==> src/rtl/ide_pio_pkg.sv <==
package ide_pio_pkg;
   localparam int N_CHAN = 2;
   localparam logic [9:0] CMD_BASE [N_CHAN] = '{10'h1F0, 10'h170};
   localparam logic [9:0] CTL_ADDR [N_CHAN] = '{10'h3F6, 10'h376};

   // bit positions inside a channel timing word
   localparam int B_DEC_EN  = 15;
   localparam int B_D1_SEP  = 14;
   localparam int B_RDY_D0  = 1;
   localparam int B_RDY_D1  = 5;

   typedef struct packed {
      logic [1:0] smp;
      logic [1:0] rec;
   } tcode_t;

   function automatic logic [2:0] smp_clks(input logic [1:0] c, input logic rsv_slow);
      case (c)
         2'b00:   smp_clks = 3'd5;
         2'b01:   smp_clks = 3'd4;
         2'b10:   smp_clks = 3'd3;
         default: smp_clks = rsv_slow ? 3'd5 : 3'd3;
      endcase
   endfunction

   function automatic logic [2:0] rec_clks(input logic [1:0] c);
      rec_clks = 3'd4 - {1'b0, c};
   endfunction
endpackage

==> src/rtl/ide_addr_dec.sv <==
module ide_addr_dec #(
   parameter int ADDR_W = 10
) (
   input  logic [ADDR_W-1:0] addr,
   input  logic [1:0]        chan_en,
   output logic              hit,
   output logic              chan,
   output logic              is_ctl
);
   import ide_pio_pkg::*;

   logic [N_CHAN-1:0] cmd_m, ctl_m, hit_v;
   logic              hi_zero;

   if (ADDR_W > 10) begin : g_wide
      assign hi_zero = (addr[ADDR_W-1:10] == '0);
   end else begin : g_narrow
      assign hi_zero = 1'b1;
   end

   for (genvar c = 0; c < N_CHAN; c++) begin : g_ch
      assign cmd_m[c] = hi_zero && (addr[9:3] == CMD_BASE[c][9:3]);
      assign ctl_m[c] = hi_zero && (addr[9:0] == CTL_ADDR[c]);
      assign hit_v[c] = chan_en[c] && (cmd_m[c] || ctl_m[c]);
   end

   assign hit    = |hit_v;
   assign chan   = hit_v[1];
   assign is_ctl = |(ctl_m & chan_en);
endmodule

==> src/rtl/ide_tim_regs.sv <==
module ide_tim_regs (
   input  logic                 clk,
   input  logic                 rst_n,
   input  logic                 cfg_wr,
   input  logic [1:0]           cfg_sel,
   input  logic [15:0]          cfg_data,
   output logic [15:0]          tim [2],
   output ide_pio_pkg::tcode_t  slv [2]
);
   always_ff @(posedge clk or negedge rst_n) begin
      if (!rst_n) begin
         tim[0] <= '0;
         tim[1] <= '0;
         slv[0] <= '0;
         slv[1] <= '0;
      end else if (cfg_wr) begin
         case (cfg_sel)
            2'd0: tim[0] <= cfg_data;
            2'd1: tim[1] <= cfg_data;
            2'd2: begin
               slv[0] <= cfg_data[3:0];
               slv[1] <= cfg_data[7:4];
            end
            default: ;
         endcase
      end
   end
endmodule

==> src/rtl/ide_strobe_fsm.sv <==
module ide_strobe_fsm #(
   parameter int CNT_W  = 3,
   parameter int DATA_W = 16
) (
   input  logic              clk,
   input  logic              rst_n,
   input  logic              start,
   input  logic              is_wr,
   input  logic [CNT_W-1:0]  n_clk,
   input  logic [CNT_W-1:0]  r_clk,
   input  logic              rdy_en,
   input  logic              rdy,
   input  logic [DATA_W-1:0] wdata,
   input  logic [DATA_W-1:0] rdata_in,
   output logic              strb_rd,
   output logic              strb_wr,
   output logic              busy,
   output logic              done,
   output logic [DATA_W-1:0] rdata,
   output logic [DATA_W-1:0] wdata_o
);
   logic             act, wr_q, ie_q;
   logic [CNT_W-1:0] scnt, rcnt, rlat;

   always_ff @(posedge clk or negedge rst_n) begin
      if (!rst_n) begin
         act <= 1'b0; wr_q <= 1'b0; ie_q <= 1'b0; done <= 1'b0;
         scnt <= '0; rcnt <= '0; rlat <= '0;
         rdata <= '0; wdata_o <= '0;
      end else begin
         done <= 1'b0;
         if (rcnt != '0) rcnt <= rcnt - CNT_W'(1);
         if (!act && start) begin
            act     <= 1'b1;
            wr_q    <= is_wr;
            ie_q    <= rdy_en;
            scnt    <= n_clk - CNT_W'(1);
            rlat    <= r_clk;
            wdata_o <= wdata;
         end else if (act) begin
            if (scnt != '0) begin
               scnt <= scnt - CNT_W'(1);
            end else if (!ie_q || rdy) begin
               act   <= 1'b0;
               done  <= 1'b1;
               rcnt  <= rlat - CNT_W'(1);
               rdata <= rdata_in;
            end
         end
      end
   end

   assign strb_rd = act && !wr_q;
   assign strb_wr = act && wr_q;
   assign busy    = act || (rcnt != '0);

   p_one_strobe_r9: assert property (@(posedge clk) disable iff (!rst_n)
      !(strb_rd && strb_wr));
   p_done_first_low_r9: assert property (@(posedge clk) disable iff (!rst_n)
      done |-> (!strb_rd && !strb_wr && $past(strb_rd || strb_wr)));
   p_stall_on_low_r5: assert property (@(posedge clk) disable iff (!rst_n)
      $fell(strb_rd || strb_wr) |-> $past(!ie_q || rdy));
   p_full_width_r3: assert property (@(posedge clk) disable iff (!rst_n)
      $fell(strb_rd || strb_wr) |-> ($past(scnt) == '0));
endmodule

==> src/rtl/ide_pio_strobe.sv <==
module ide_pio_strobe #(
   parameter int ADDR_W   = 10,
   parameter int DATA_W   = 16,
   parameter int CNT_W    = 3,
   parameter bit RSV_SLOW = 1'b1
) (
   input  logic              clk,
   input  logic              rst_n,
   input  logic              cfg_wr,
   input  logic [1:0]        cfg_sel,
   input  logic [15:0]       cfg_data,
   input  logic              req,
   input  logic              req_wr,
   input  logic [ADDR_W-1:0] req_addr,
   input  logic [DATA_W-1:0] req_wdata,
   output logic              busy,
   output logic              done,
   output logic [DATA_W-1:0] rdata,
   output logic              strb_rd,
   output logic              strb_wr,
   input  logic              dev_rdy,
   input  logic [DATA_W-1:0] dev_rdata,
   output logic [DATA_W-1:0] dev_wdata,
   output logic [2:0]        dev_addr,
   output logic [1:0]        dev_cs,
   output logic              dev_chan
);
   import ide_pio_pkg::*;

   if (ADDR_W < 10) $error("ADDR_W must cover 10 address bits");
   if (CNT_W < 3)   $error("CNT_W must hold a count of 5");
   if (DATA_W < 8)  $error("DATA_W must carry the drive-select bit");

   logic [15:0]       tim [2];
   tcode_t            slv [2];
   logic              hit, ch, is_ctl, start, use_slv, rdy_en;
   logic [1:0]        drv;
   logic [15:0]       tw;
   tcode_t            code;
   logic [CNT_W-1:0]  n_sel, r_sel;

   ide_tim_regs u_regs (
      .clk, .rst_n, .cfg_wr, .cfg_sel, .cfg_data, .tim, .slv
   );

   ide_addr_dec #(.ADDR_W(ADDR_W)) u_dec (
      .addr    (req_addr),
      .chan_en ({tim[1][B_DEC_EN], tim[0][B_DEC_EN]}),
      .hit     (hit),
      .chan    (ch),
      .is_ctl  (is_ctl)
   );

   assign tw      = tim[ch];
   assign use_slv = tw[B_D1_SEP] && drv[ch];
   assign code    = use_slv ? slv[ch] : tcode_t'({tw[13:12], tw[9:8]});
   assign rdy_en  = drv[ch] ? tw[B_RDY_D1] : tw[B_RDY_D0];
   assign r_sel   = CNT_W'(rec_clks(code.rec));

   if (RSV_SLOW) begin : g_rsv_slow
      assign n_sel = CNT_W'(smp_clks(code.smp, 1'b1));
   end else begin : g_rsv_fast
      assign n_sel = CNT_W'(smp_clks(code.smp, 1'b0));
   end

   assign start = req && hit && !busy;

   always_ff @(posedge clk or negedge rst_n) begin
      if (!rst_n) begin
         drv      <= '0;
         dev_addr <= '0;
         dev_cs   <= '0;
         dev_chan <= 1'b0;
      end else if (start) begin
         dev_addr <= req_addr[2:0];
         dev_cs   <= is_ctl ? 2'b10 : 2'b01;
         dev_chan <= ch;
         if (req_wr && !is_ctl && req_addr[2:0] == 3'd6) drv[ch] <= req_wdata[4];
      end
   end

   ide_strobe_fsm #(.CNT_W(CNT_W), .DATA_W(DATA_W)) u_fsm (
      .clk, .rst_n, .start,
      .is_wr    (req_wr),
      .n_clk    (n_sel),
      .r_clk    (r_sel),
      .rdy_en   (rdy_en),
      .rdy      (dev_rdy),
      .wdata    (req_wdata),
      .rdata_in (dev_rdata),
      .strb_rd, .strb_wr, .busy, .done, .rdata,
      .wdata_o  (dev_wdata)
   );

   p_strobe_needs_hit_r2: assert property (@(posedge clk) disable iff (!rst_n)
      $rose(strb_rd || strb_wr) |-> $past(hit && req));
   p_no_start_in_gap_r4: assert property (@(posedge clk) disable iff (!rst_n)
      $rose(strb_rd || strb_wr) |-> !$past(busy));
endmodule

==> config.mk <==
export PLATFORM = sky130hd
export DESIGN_NAME = ide_pio_strobe
export DESIGN_NICKNAME = d
export VERILOG_FILES = /design/src/rtl/ide_pio_pkg.sv /design/src/rtl/ide_addr_dec.sv /design/src/rtl/ide_tim_regs.sv /design/src/rtl/ide_strobe_fsm.sv /design/src/rtl/ide_pio_strobe.sv
export SDC_FILE = /design/constraint.sdc
export NUM_CORES = 1
export LEC_CHECK = 0
export ABC_CLOCK_PERIOD_IN_PS = 7600
export BUFFER_PORTS_ARGS = -buffer_cell sky130_fd_sc_hd__buf_4
export CORE_ASPECT_RATIO = 0.7
export CORE_MARGIN = 5
export CORE_UTILIZATION = 57
export CTS_BUF_LIST = sky130_fd_sc_hd__clkbuf_4 sky130_fd_sc_hd__clkbuf_8
export DETAILED_ROUTE_END_ITERATION = 7
export PLACE_DENSITY = 0.88
export SYNTH_ARGS = -nofsm -noshare
export SYNTH_HDL_FRONTEND = slang
export SYNTH_SLANG_ARGS = --single-unit
export TNS_END_PERCENT = 20
==> constraint.sdc <==
create_clock -name clk -period 7.6 [get_ports clk]
set_input_delay 1.52 -clock clk [delete_from_list [all_inputs] [get_ports clk]]
set_output_delay 1.52 -clock clk [all_outputs]
set_load 0.01 [all_outputs]
==> reports/metrics.cfg <==
[detailed_routing]
wirelength_mm = 8.16
drt_iter0_markers = 273
drc_errors = 0
routed_via_density = 5.44
antenna_left = 0
dr.pass1.iters = 5
wl_per_cell_um = 16.9
vias = 2635

[clock_tree]
root_buffer = clkbuf_8
clock_sinks = 77
htreeDepth = 3
holdBufCountCts = 0
clock_latency_ps = 350
clk_path_buf_depth = 2
cts_tree = done
cts_buffers = 9
path_clk_slew_ps = 80
cts-resized-gates = 0
post_cts_buffers = 0

[timing]
setup_tns_ps = 0
period_share_pct = 55.9
fmax_ghz = 0.235
fin_crit_ps = 4250
rsz0062_at_grt = false
whs_ps = 468
slew_violations = 0
setup_viol = 0
relSlewSlack_pct = 35.7
setup_ws_ps = 3350
finalHoldViolCount = 0
tightest_slew_ps = 964
fin_worst_skew_ps = 6.54

[die]
die_area_um2 = 7630
initial_core_util_pct = 59.0
die_y_um = 74.6
rows = 23
io-pin-count = 108
die_x_um = 102
core_um2 = 5760

[synth]
synthFlopType = dfrtp_1
yosys.area.top_type = dfrtp_1
synthesis.area_um2 = 3400
syn_area_per_cell_um2 = 11.5
netlist-cell-type-count = 37
ys_ff_latch = 77
synth.most_common_cell = nand2_1
ys_top_cells_by_area = dfrtp_1, mux2_2, nand2_1
synth_edf_count = 0
yosys_warnings = 0
syn_inst = 296
yosysTopAreaCellShare_pct = 56.7
syn-num-nets = 367
synth_common_cells = nand2_1, dfrtp_1, mux2_2
synth-async-reset-ratio_pct = 100
ys_seq_area_share_pct = 56.7

[place]
dp_hpwl_mm = 5.55
dp_slack_ps = 3130
io_buffers = 105
gp_congestion = 0.796
dpl-instance-area_um2 = 4220

[critical_path]
worst-endpoint-arrival_ps = 4520
path_class = input port to flop
required_ps = 7870
path_buf_inv = 2
cp_max_fo = 9
cp_top_family = compound AO/OA/AOI/OAI gates
worst_setup_path_end_kind = flop
cp_cell_sequence = buf_4 -> nand4b_1 -> a211oi_4 -> mux2i_1 -> a21oi_1 -> a21oi_1 -> ha_1 -> nand2_1 -> nor3_1 -> inv_1 -> a32o_1 -> a211oi_2
crit_top_cell = a21oi_1
cp_slowest_stage_delay_ps = 510
start_kind = input port
slowest_stage = a211oi_4

[pwr]
peakVddDrop_uv = 149
finalPower_uw = 1190
powerDensity_nw_per_um2 = 265
static-leakage-power_uw = 0.00233

[cells_and_area]
post-route-cell-area_um2 = 4470
drive_above_1_share_pct = 43.3
antenna-diode-count = 0
finalNetCount = 475
fill_cells = 372
area_growth_pct = 31.5

[global_routing]
grt_start_max_net_pins = 78
grtUsageTotal_pct = 22.2
overflow = 0
grt_pass1_vias = 2671
antenna_found_initial = 0
grt_pass1_wl_mm = 12.7

[worst_hold_path]
hold_path_class = flop to flop

[status]
outcome = finished, final reports clean

[run]
maxCapViolCount = 0

==> worst min-delay path, delay by kind of cell (launching register included) <==
| family | cells | cell delay, ps |
|---|---|---|
| and+or+nand+nor | 2 | 100 |
| DFF | 1 | 340 |
==> cell families (layout without fill, tap and decap cells) <==
family | Yosys count | count (layout) | synth area share [%]
AO/OA/AOI/OAI | 27 | 27 | 5.49
XOR/XNOR | 2 | 2 | 0.516
adder cells (fa/ha/maj) | 5 | 5 | 1.84
buffers and inverters | 19 | 132 | 2.95
flip-flops | 77 | 77 | 56.7
multiplexers | 54 | 54 | 17.6
AND/OR/NAND/NOR | 112 | 112 | 14.9
==> cell type report <==
cell class,instances,area (um2),share of cell area [%]
flip-flops and latches,77,1930,43.1
well taps,75,93.8,2.10
inverters,11,41.3,0.924
repair buffers,105,788,17.6
clock inverters,4,95.1,2.13
multi-input cells,200,1370,30.7
clock buffers,12,153,3.42
==> through the flow <==
step                      std cells  utilization [%]
final                           484             77.7
after global routing            484             77.7
after CTS                       484             77.7
after detailed placement        468             73.3
after global placement          468             73.3
after floorplan                 296                -
==> where the power goes <==
group          switching [uW]  leakage [uW]  internal [uW]
clock network             144      0.000127            234
logic                     126       0.00120            152
registers                47.7       0.00100            483
==> final timing paths <==
| path | endpoint | cells past startpoint | slack, ps | from |
|---|---|---|---|---|
| hold reg to reg | dev_addr[1]$_DFFE_PN0N_ | 2 | 470 | dev_addr[1]$_DFFE_PN0N_ |
| min in group asynchronous | u_regs.slv[0]$_DFFE_PN0P_ | 1 | 1300 | rst_n |
| max in group asynchronous | u_fsm.rdata[2]$_DFFE_PN0P_ | 1 | 5700 | rst_n |
| setup / recovery | u_fsm.scnt[2]$_DFFE_PN0P_ | 12 | 3350 | req_addr[3] |
| setup reg to reg | u_fsm.scnt[2]$_DFFE_PN0P_ | 12 | 4000 | u_fsm.rcnt[0]$_DFF_PN0_ |
| hold / removal | dev_addr[1]$_DFFE_PN0N_ | 2 | 470 | dev_addr[1]$_DFFE_PN0N_ |
==> routing by layer <==
layer / part of all wire [%] / GRT usage [%] / vias to the layer above
met5: 0 / 0 / -
li1: - / - / 1218
met3: 8.4 / 7.22 / 20
met2: 53 / 39.8 / 108
met4: 1.7 / 8.01 / 0
met1: 37 / 25.2 / 1289
==> layout by cell type (no fill, tap or decap), drive strengths merged, types with 4 or more instances in the layout <==
master	n
a21oi	8
buf	105
clkbuf	12
dfrtp	77
ha	5
inv	11
mux2	46
mux2i	8
nand2	79
nand3	4
nand3b	4
nor2	11
o21ai	10
==> flip-flops by register name (all words and copies together) (netlist names) <==
signal / cells
u_fsm.rlat: 3
u_fsm.rdata: 16
u_fsm.ie_q: 1
u_fsm.wdata_o: 16
u_fsm.scnt: 3
drv: 2
u_fsm.wr_q: 1
dev_chan: 1
dev_cs: 2
u_regs.slv: 8
u_fsm.rcnt: 3
dev_addr: 3
u_fsm.done: 1
u_fsm.act: 1
u_regs.tim: 16
No activity file was read; power rests on OpenSTA's default activity.
